==> src/rtl/vpage_hash.sv <==
module vpage_hash #(
  parameter int SID_W  = 52,
  parameter int VPN_W  = 64,
  parameter int PS_W   = 6,
  parameter int HASH_W = 39
) (
  input  logic              clk,
  input  logic              rst_n,
  input  logic              in_valid,
  output logic              in_ready,
  input  logic [SID_W-1:0]  sid,
  input  logic [27:0]       ea_pn,
  input  logic              seg_1t,
  input  logic [PS_W-1:0]   page_shift,
  output logic              out_valid,
  input  logic              out_ready,
  output logic [HASH_W-1:0] hash,
  output logic              err
);
  localparam int PG_SHIFT = 12;
  localparam int LOW_S    = 28 - PG_SHIFT;
  localparam int LOW_L    = 40 - PG_SHIFT;
  localparam int FOLD     = 25;

  logic [VPN_W-1:0]  vpn_s, vpn_l, seg_l, idx_s, idx_l;
  logic [PS_W-1:0]   sh;
  logic [HASH_W-1:0] hash_s, hash_l, hash_d;
  logic              bad, take;

  assign sh     = page_shift - PS_W'(PG_SHIFT);
  assign bad    = page_shift < PS_W'(PG_SHIFT);
  assign vpn_s  = VPN_W'({sid, ea_pn[LOW_S-1:0]});
  assign vpn_l  = VPN_W'({sid, ea_pn[LOW_L-1:0]});
  assign idx_s  = VPN_W'(vpn_s[LOW_S-1:0]) >> sh;
  assign idx_l  = VPN_W'(vpn_l[LOW_L-1:0]) >> sh;
  assign seg_l  = vpn_l >> LOW_L;
  assign hash_s = HASH_W'((vpn_s >> LOW_S) ^ idx_s);
  assign hash_l = HASH_W'(seg_l ^ (seg_l << FOLD) ^ idx_l);
  assign hash_d = seg_1t ? hash_l : hash_s;

  assign in_ready = !out_valid || out_ready;
  assign take     = in_valid && in_ready;

  always_ff @(posedge clk) begin
    if (!rst_n) begin
      out_valid <= 1'b0;
      err       <= 1'b0;
      hash      <= '0;
    end else begin
      err <= take && bad;
      if (take) begin
        out_valid <= !bad;
        if (!bad) hash <= hash_d;
      end else if (out_ready) begin
        out_valid <= 1'b0;
      end
    end
  end
endmodule

==> config.mk <==
export PLATFORM = sky130hd
export DESIGN_NAME = vpage_hash
export DESIGN_NICKNAME = d
export VERILOG_FILES = /design/src/rtl/vpage_hash.sv
export SDC_FILE = /design/constraint.sdc
export NUM_CORES = 1
export LEC_CHECK = 0
export BUFFER_PORTS_ARGS = -buffer_cell sky130_fd_sc_hd__buf_4
export CORE_UTILIZATION = 53
export DETAILED_ROUTE_END_ITERATION = 16
export PLACE_DENSITY = 0.91
export SYNTH_ARGS = -nofsm -noshare
export SYNTH_HDL_FRONTEND = slang
export SYNTH_SLANG_ARGS = --single-unit
==> constraint.sdc <==
create_clock -name clk -period 2.7 [get_ports clk]
set_input_delay 0.405 -clock clk [delete_from_list [all_inputs] [get_ports clk]]
set_output_delay 0.405 -clock clk [all_outputs]
set_load 0.005 [all_outputs]
==> flow_metrics.env, run 1 <==
export IMPL_antenna_found_initial=0
export IMPL_synth_seq_area_share_pct=19.6
export IMPL_fmax_ghz=0.408
export IMPL_timing_final_ws_setup_ns=0.250
export IMPL_routabilityCongestion=0.974
export IMPL_dp_cells=680
export IMPL_die_area_mm2=0.00827
export IMPL_critPathLaunchType="input port"
export IMPL_p_per_area_mw_per_mm2=390
export IMPL_path_class="input port to flip-flop"
export IMPL_post_route_period_util_pct=90.7
export IMPL_netlist_area_mm2=0.00419
export IMPL_ys_flop_type="dfxtp_1"
export IMPL_yosys_warnings=0
export IMPL_antennaDiodeCount=0
export IMPL_h_tree_depth=2
export IMPL_p_leak_nw=2.17
export IMPL_ctsResizeCount=0
export IMPL_postCtsHoldBufs=0
export IMPL_cp_arrival_ns=2.69
export IMPL_worstPathRequired_ns=2.94
export IMPL_status="complete, no violations"
export IMPL_async_reset_ff_share_pct=0
export IMPL_fin_tns_setup_ns=0
export IMPL_cts_made_buffers=5
export IMPL_clock_path_buffers=2
export IMPL_layout_common_cells="buf_4, dfxtp_1, nor2_1"
export IMPL_syn_nets=570
export IMPL_post_cts_setup_buffers=0
export IMPL_top_usage_layer="met2"
export IMPL_start_util_pct=54.5
export IMPL_rows=32
export IMPL_ios=133
export IMPL_drc_errors=0
export IMPL_synth_edff_count=0
export IMPL_use_met2_pct=57.4
export IMPL_first_iter_violations=292
export IMPL_vias_per_cell=6.52
export IMPL_fp_dieH_um=90.9
export IMPL_fin_nets=677
export IMPL_min_period_ns=2.45
export IMPL_wl_per_cell_um=20.1
export IMPL_utilization_pct=69.2
export IMPL_groute_layer_met3_usage_pct=4.97
export IMPL_port_buffers=119
export IMPL_synth_cells=478
export IMPL_crit_top_cell="buf_4"
export IMPL_final_cells=688
export IMPL_skew_ns=0.00268
export IMPL_tritoncts="yes"
export IMPL_path_clk_slew_ns=0.08
export IMPL_cts_sinks=41
export IMPL_globalRouteOverflowTotal=0
export IMPL_irDropWorstVdd_v=0.000201
export IMPL_drt_first_pass_iters=6
export IMPL_ys_ff_latch=41
export IMPL_track_usage_pct=33.5
export IMPL_area_delta_synth_final_pct=27.0
export IMPL_slew_violations=0
export IMPL_hold_class="input port to flip-flop"
export IMPL_cp_cell_sequence="buf_4, buf_12, buf_4, mux4_2, o22a_1, a222oi_1, buf_4, mux2i_1, a31o_1"
export IMPL_rsz0062_at_grt="false"
export IMPL_clock_latency_ns=0.29
export IMPL_grt_pass1_wl_mm=22.1
export IMPL_dp_hpwl_mm=10.8
export IMPL_cp_slowest_stage_delay_ns=0.56
export IMPL_grt_max_degree=37
export IMPL_grt_pass1_vias=4385
export IMPL_stdcell_area_mm2=0.00532
export IMPL_drive_above_1_share_pct=33.8
export IMPL_synth_avg_cell_area_um2=8.77
export IMPL_max_cap_violations=0
export IMPL_cts_root_buf="clkbuf_8"
export IMPL_yosysUniqueCellTypes=68
export IMPL_routed_wl_mm=13.9
export IMPL_place_area_mm2=0.00520
export IMPL_max_slew_margin_pct=54.5
export IMPL_num_vias=4489
export IMPL_coreArea_mm2=0.00769
export IMPL_dp_slack_ns=0.0565
export IMPL_cp_end_kind="flip-flop"
export IMPL_final_common_cell="buf_4"
export IMPL_tightest_slew_ns=0.675
export IMPL_setup_viol=0
export IMPL_fillers=621
export IMPL_antenna_left=0
export IMPL_die_w_um=90.9
export IMPL_fin_hold_ws_ns=0.365
export IMPL_cp_max_fo=30
export IMPL_finalHoldViolCount=0
export IMPL_crit_slowest_cell="a222oi_1"
export IMPL_p_total_mw=2.08
export IMPL_met1_usage_pct=41.8
==> logic make-up (layout without fill, tap and decap cells) <==
| kind of cell | after synthesis | count (layout) | share of synthesized area (%) |
|---|---|---|---|
| adder cells (fa/ha/maj) | 1 | 1 | 0.299 |
| flip-flops | 41 | 41 | 19.6 |
| buffers and inverters | 52 | 160 | 6.90 |
| multiplexers | 72 | 72 | 27.3 |
| AO/OA/AOI/OAI | 125 | 125 | 21.6 |
| XOR/XNOR | 23 | 23 | 4.81 |
| AND/OR/NAND/NOR | 164 | 164 | 19.5 |
==> sequential cells by signal, summed over array words and instances (netlist names) <==
| signal | cells |
|---|---|
| err | 1 |
| hash | 39 |
| out_valid | 1 |
==> critical path, delay by kind of cell <==
kind                   cells  cell delay (ns)
AO/OA/AOI/OAI              3             0.92
buffers and inverters      4             0.75
multiplexers               2             0.60
==> path summary, 6_finish.rpt <==
kind / from / endpoint / slack (ns) / cells after the start
max: page_shift[2] / hash[9] / 0.25 / 9
min: in_valid / err / 0.37 / 3
max reg2reg: out_valid / hash[9] / 0.94 / 6
min reg2reg: hash[3] / hash[3] / 0.51 / 2
==> layout make-up <==
type	count	area, um^2	area share (%)
clock buffer	6	82.6	1.55
clock inverter	2	37.5	0.705
inverter	5	18.8	0.353
multi-input combinational	385	3080	57.9
sequential	41	821	15.4
tap	102	128	2.40
timing repair buffer	147	1150	21.7
==> synthesized netlist by cell type (2+ instances only) <==
cell type  number  share of area, %
dfxtp_1        41                20
nor2_1         35               3.1
mux2i_1        34               8.1
nand2_1        32               2.9
nand3_1        32               3.8
mux4_2         28                15
a211oi_1       27               4.8
o21ai_0        27               3.2
nor3_1         24               2.9
clkbuf_1       18               1.6
xor2_1         17               3.6
a21oi_1        14               1.7
buf_2          12               1.4
buf_6           8               2.1
nand4_1         7               1.0
mux2_2          6               1.6
nand2b_1        6              0.90
or3_1           6              0.90
xnor2_1         6               1.3
and3_1          5              0.75
buf_4           5              0.90
a311oi_1        4              0.84
a31oi_1         4              0.60
buf_1           4              0.36
mux4_1          4               2.5
o22ai_1         4              0.60
o31ai_1         4              0.72
a2111oi_2       3               1.1
a221oi_1        3              0.63
a311o_1         3              0.72
and4_1          3              0.63
inv_1           3              0.27
nand3b_1        3              0.54
o2bb2ai_1       3              0.63
a211o_1         2              0.42
a22oi_1         2              0.36
a32oi_1         2              0.42
o211ai_1        2              0.36
o21a_1          2              0.36
o221ai_1        2              0.42
o311ai_0        2              0.42
or3b_1          2              0.42
or4_1           2              0.36
==> per-layer routing <==
layer	share of wire [%]	wire (um)
met5	0	0
met1	41	5650
met3	6.8	944
met2	48	6710
met4	4.0	548
==> power breakdown <==
| part | switching [mW] | total (mW) | internal, mW |
|---|---|---|---|
| Combinational | 0.452 | 0.864 | 0.412 |
| Clock | 0.221 | 0.522 | 0.301 |
| Sequential | 0.0300 | 0.689 | 0.659 |
| Total | 0.704 | 2.08 | 1.37 |
(Power assumes the default switching activity.)
==> inputs of run 2 (changes only) <==
Settings changed: CTS_CLUSTER_DIAMETER from default to 60, SETUP_SLACK_MARGIN from default to 0.5.
==> run 2 against run 1 <==
Against the previous run:
- critical path type unchanged
- sequential power about the same
- power up 2.8%
- critical endpoint unchanged
- highest routed layer unchanged
- largest cell class unchanged
- clock power about the same
==> flow_metrics.env, run 2 (synthesized netlist as in run 1, its figures left out) <==
export IMPL_cp_arrival_ns=2.47
export IMPL_drive_above_1_share_pct=36.8
export IMPL_max_cap_violations=0
export IMPL_irDropWorstVdd_v=0.000204
export IMPL_track_usage_pct=33.9
export IMPL_p_per_area_mw_per_mm2=382
export IMPL_worstPathRequired_ns=2.94
export IMPL_post_route_period_util_pct=82.6
export IMPL_final_cells=702
export IMPL_crit_top_cell="buf_12"
export IMPL_p_total_mw=2.13
export IMPL_setup_viol=0
export IMPL_clock_latency_ns=0.30
export IMPL_fin_tns_setup_ns=0
export IMPL_fp_dieH_um=90.9
export IMPL_rsz0062_at_grt="true"
export IMPL_crit_buf_inv=4
export IMPL_max_slew_margin_pct=59.8
export IMPL_skew_ns=0.00223
export IMPL_slew_violations=0
export IMPL_largest_reg_flops=39
export IMPL_min_period_ns=2.23
export IMPL_path_class="input port to flip-flop"
export IMPL_cts_sinks=41
export IMPL_dp_cells=680
export IMPL_cts_root_buf="clkbuf_8"
export IMPL_place_area_mm2=0.00520
export IMPL_antennaDiodeCount=0
export IMPL_num_vias=4681
export IMPL_port_buffers=119
export IMPL_coreArea_mm2=0.00769
export IMPL_wl_per_cell_um=20.5
export IMPL_die_w_um=90.9
export IMPL_p_leak_nw=2.29
export IMPL_area_delta_synth_final_pct=33.4
export IMPL_top_register="hash"
export IMPL_clock_path_buffers=2
export IMPL_first_iter_violations=319
export IMPL_h_tree_depth=2
export IMPL_crit_slowest_cell="a222oi_1"
export IMPL_cp_cell_sequence="buf_12, buf_12, buf_12, mux4_2, o22a_1, a222oi_1, buf_4, mux2i_1, a31o_1"
export IMPL_postCtsHoldBufs=0
export IMPL_tritoncts="yes"
export IMPL_dp_hpwl_mm=10.8
export IMPL_antenna_found_initial=0
export IMPL_reg_top3="hash: 39 flops, err: 1 flops, out_valid: 1 flops"
export IMPL_grt_pass1_vias=4412
export IMPL_hold_class="input port to flip-flop"
export IMPL_routabilityCongestion=0.974
export IMPL_final_common_cell="buf_4"
export IMPL_drc_errors=0
export IMPL_fin_hold_ws_ns=0.362
export IMPL_ios=133
export IMPL_globalRouteOverflowTotal=0
export IMPL_cp_end_kind="flip-flop"
export IMPL_tightest_slew_ns=0.603
export IMPL_critPathTopFamily="compound AO/OA/AOI/OAI gates"
export IMPL_finalHoldViolCount=0
export IMPL_stdcell_area_mm2=0.00559
export IMPL_cp_slowest_stage_delay_ns=0.56
export IMPL_fin_nets=691
export IMPL_grt_max_degree=37
export IMPL_fmax_ghz=0.448
export IMPL_status="complete, no violations"
export IMPL_vias_per_cell=6.67
export IMPL_rows=32
export IMPL_start_util_pct=54.5
export IMPL_drt_first_pass_iters=5
export IMPL_critPathLaunchType="input port"
export IMPL_die_area_mm2=0.00827
export IMPL_routed_wl_mm=14.4
export IMPL_antenna_left=0
export IMPL_layout_common_cells="buf_4, dfxtp_1, nor2_1"
export IMPL_path_clk_slew_ns=0.08
export IMPL_grt_pass1_wl_mm=22.3
export IMPL_cp_max_fo=7
export IMPL_cts_made_buffers=5
run 2: changes by cell type in the layout (fill, tap and decap cells not counted), sizes merged:
cell    before  now
buf        147  157
clkbuf       6    9
bufbuf       0    1
run 2: final timing paths:
| check | from | end | slack (ns) | cells past startpoint |
|---|---|---|---|---|
| min | in_valid | err | 0.36 | 3 |
| min reg2reg | hash[31] | hash[31] | 0.51 | 2 |
| max | page_shift[2] | hash[9] | 0.47 | 9 |
| max reg2reg | out_valid | hash[9] | 0.94 | 6 |
run 2: report_power, final:
group	internal (mW)	total [mW]	leakage (nW)	switching [mW]
clock	0.301	0.524	0.0574	0.224
sequential	0.659	0.690	0.339	0.0307
combinational	0.453	0.919	1.89	0.466
run 2: worst min-delay path, cell delays in order:
cell and delay, ns:
buf_4 0.12, nand3_1 0.06, nor2_1 0.04
run 2: area by class of cell:
type / count / area, um^2
well taps: 102 / 128
repair buffers: 161 / 1390
inverters: 5 / 20.0
flip-flops and latches: 41 / 821
fillers: 591 / 2100
clock inverters: 2 / 37.5
multi-input cells: 385 / 3120
clock buffers: 6 / 82.6
run 2: repair_timing:
action,in CTS,in global routing
buffers inserted,2,8
cloned,1,3
endpoints found under the setup margin,9,12
resized for setup,11,15
pin swaps,1,2
run 2: per-stage QoR:
stage / worst slack, ns / utilization, %
2_1_floorplan: 0.538 / -
3_3_place_gp: 0.141 / 67.7
3_5_place_dp: 0.0565 / 67.7
4_1_cts: 0.471 / 70.3
5_1_grt: 0.439 / 72.7
6_report: 0.470 / 72.7
run 2: layer usage:
layer / vias to the layer above / share of wire [%] / wire, um / GRT usage [%]
li1: 2118 / - / - / -
met1: 2209 / 39 / 5560 / 42.3
met2: 300 / 49 / 6990 / 58.4
met3: 54 / 7.9 / 1140 / 4.21
met4: 0 / 4.8 / 688 / 15.2
met5: - / 0 / 0 / 0
==> inputs of run 3 (changes only) <==
Settings changed: ABC_AREA from default to 1, CORE_UTILIZATION 53 to 52, PLACE_DENSITY 0.91 to 0.9.
Clock period 2.7 ns to 2.1 ns, I/O delays scaled along.
==> run 3 against run 2 <==
Against the previous run:
- die area shrank 6.0%
- largest power group unchanged
- flip-flop and latch count is the same
- first-iteration DRC count grew 5.6%
- highest routed layer unchanged
- register-to-register slack lost 0.44 ns
==> flow_metrics.env, run 3 <==
export IMPL_postCtsHoldBufs=0
export IMPL_syn_nets=785
export IMPL_slew_violations=0
export IMPL_yosysUniqueCellTypes=37
export IMPL_grt_pass1_vias=4467
export IMPL_area_delta_synth_final_pct=38.6
export IMPL_ios=133
export IMPL_post_route_period_util_pct=81.1
export IMPL_wl_per_cell_um=15.0
export IMPL_antennaDiodeCount=0
export IMPL_utilization_pct=74.1
export IMPL_rsz0062_at_grt="true"
export IMPL_clock_path_buffers=2
export IMPL_setup_viol=0
export IMPL_h_tree_depth=2
export IMPL_groute_layer_met3_usage_pct=5.56
export IMPL_max_cap_violations=0
export IMPL_fin_hold_ws_ns=0.291
export IMPL_cts_made_buffers=5
export IMPL_tritoncts="yes"
export IMPL_die_w_um=88.1
export IMPL_coreArea_mm2=0.00721
export IMPL_cts_sinks=41
export IMPL_skew_ns=0.00676
export IMPL_yosys_warnings=0
export IMPL_clock_latency_ns=0.29
export IMPL_crit_slowest_cell="a21oi_1"
export IMPL_fmax_ghz=0.587
export IMPL_vias_per_cell=5.57
export IMPL_finalHoldViolCount=0
export IMPL_met1_usage_pct=40.3
export IMPL_max_slew_margin_pct=67.2
export IMPL_path_clk_slew_ns=0.09
export IMPL_reg_top3="hash: 39 flops, err: 1 flops, out_valid: 1 flops"
export IMPL_hold_class="input port to flip-flop"
export IMPL_critPathLaunchType="input port"
export IMPL_rows=31
export IMPL_synth_cells=693
export IMPL_ys_ff_latch=41
export IMPL_num_vias=5097
export IMPL_async_reset_ff_share_pct=0
export IMPL_cp_cell_sequence="buf_8, ha_4, nand2_2, inv_2, nor2_8, inv_8, nor2_4, nand2_2, inv_2, nand3_1, a21oi_1, o21ai_0, o211ai_1, inv_1"
export IMPL_use_met2_pct=59.1
export IMPL_first_iter_violations=337
export IMPL_track_usage_pct=32.4
export IMPL_fin_nets=907
export IMPL_top_usage_layer="met2"
export IMPL_p_leak_nw=2.83
export IMPL_rrSetupSlack_ns=0.50
export IMPL_synth_most_common_cell="nand2_1"
export IMPL_irDropWorstVdd_v=0.000547
export IMPL_cp_slowest_stage_delay_ns=0.18
export IMPL_synth_top_cell_area_share_pct=24.7
export IMPL_globalRouteOverflowTotal=0
export IMPL_port_buffers=119
export IMPL_path_class="input port to flip-flop"
export IMPL_die_area_mm2=0.00777
export IMPL_dp_hpwl_mm=10.2
export IMPL_synth_commonest_cells="nand2_1, nand3_1, nor2_1"
export IMPL_routed_wl_mm=13.7
export IMPL_place_area_mm2=0.00490
export IMPL_fp_dieH_um=88.1
export IMPL_top_register="hash"
export IMPL_status="complete, no violations"
export IMPL_start_util_pct=53.5
export IMPL_worstPathRequired_ns=2.28
export IMPL_min_period_ns=1.70
export IMPL_yosysTopAreaCell="nand2_1"
export IMPL_drive_above_1_share_pct=26.7
export IMPL_grt_pass1_wl_mm=19.9
export IMPL_drc_errors=0
export IMPL_timing_final_ws_setup_ns=0.396
export IMPL_ys_flop_type="dfxtp_1"
export IMPL_cp_end_kind="flip-flop"
export IMPL_netlist_area_mm2=0.00386
export IMPL_layout_common_cells="nand2_1, buf_4, nand3_1"
export IMPL_fin_tns_setup_ns=0
export IMPL_cp_arrival_ns=1.88
export IMPL_largest_reg_flops=39
export IMPL_synth_avg_cell_area_um2=5.57
export IMPL_final_common_cell="nand2_1"
export IMPL_routabilityCongestion=0.906
export IMPL_dp_slack_ns=0.0705
export IMPL_stdcell_area_mm2=0.00535
export IMPL_antenna_left=0
export IMPL_drt_first_pass_iters=8
export IMPL_cts_root_buf="clkbuf_8"
export IMPL_synth_edff_count=0
export IMPL_synthTopCellsByArea="nand2_1, dfxtp_1, nand3_1"
export IMPL_antenna_found_initial=0
export IMPL_synth_seq_area_share_pct=21.3
export IMPL_cp_max_fo=5
export IMPL_p_per_area_mw_per_mm2=532
export IMPL_grt_max_degree=60
export IMPL_tightest_slew_ns=0.489
[run 3: metrics by stage]
| stage | std cells | power [mW] |
|---|---|---|
| 6_report | 915 | 2.84 |
| 5_1_grt | 915 | 3.01 |
| 4_1_cts | 906 | 2.75 |
| 3_5_place_dp | 894 | 1.96 |
| 3_3_place_gp | 894 | 1.93 |
| 2_1_floorplan | 693 | 1.54 |
[run 3: metal layers]
layer	vias to the layer above	routed length, um
li1	2496	-
met1	2354	5740
met2	225	6840
met3	22	903
met4	0	243
met5	-	0
[run 3: layout make-up]
cell class / count / area [um^2]
fillers: 619 / 1870
repair inverters: 2 / 15.0
clock buffers: 5 / 68.8
flip-flops and latches: 41 / 821
multi-input cells: 559 / 2780
clock inverters: 3 / 68.8
repair buffers: 149 / 1220
well taps: 99 / 124
inverters: 57 / 250
[run 3: logic make-up (layout without fill, tap and decap cells)]
kind of cell,count (synthesis),in the layout,share of synthesized area (%)
buffers and inverters,93,216,10.9
AO/OA/AOI/OAI,78,78,11.7
flip-flops,41,41,21.3
adder cells (fa/ha/maj),1,1,0.324
XOR/XNOR,15,15,3.79
AND/OR/NAND/NOR,465,465,52.0
[run 3: final timing paths]
kind                                     from  endpoint  cells after the start
worst max register to register      out_valid  hash[18]                      9
worst max-delay path            page_shift[2]  hash[18]                     14
worst min-delay path                  sid[36]  hash[36]                      3
worst min register to register       hash[21]  hash[21]                      2
[run 3: power by group]
part           leakage, nW  internal [mW]  switching [mW]
combinational         2.42          0.502           0.677
sequential           0.340          0.847          0.0379
clock               0.0687          0.479           0.299
[run 3: worst max-delay path: cells and delay by family]
kind,cells,cell delay (ns)
buffers and inverters,5,0.41
and+or+nand+nor,5,0.58
AOI/OAI and AO/OA,3,0.41
adders and majority gates,1,0.16
[run 3: repair_timing]
| item | CTS | global route |
|---|---|---|
| setup endpoints to repair | 12 | 26 |
| endpoints found under the hold margin | 0 | 0 |
| gates resized for setup | 9 | 43 |
| buffers inserted | 4 | 5 |
| gates cloned | 0 | 4 |
| pin swaps | 3 | 20 |
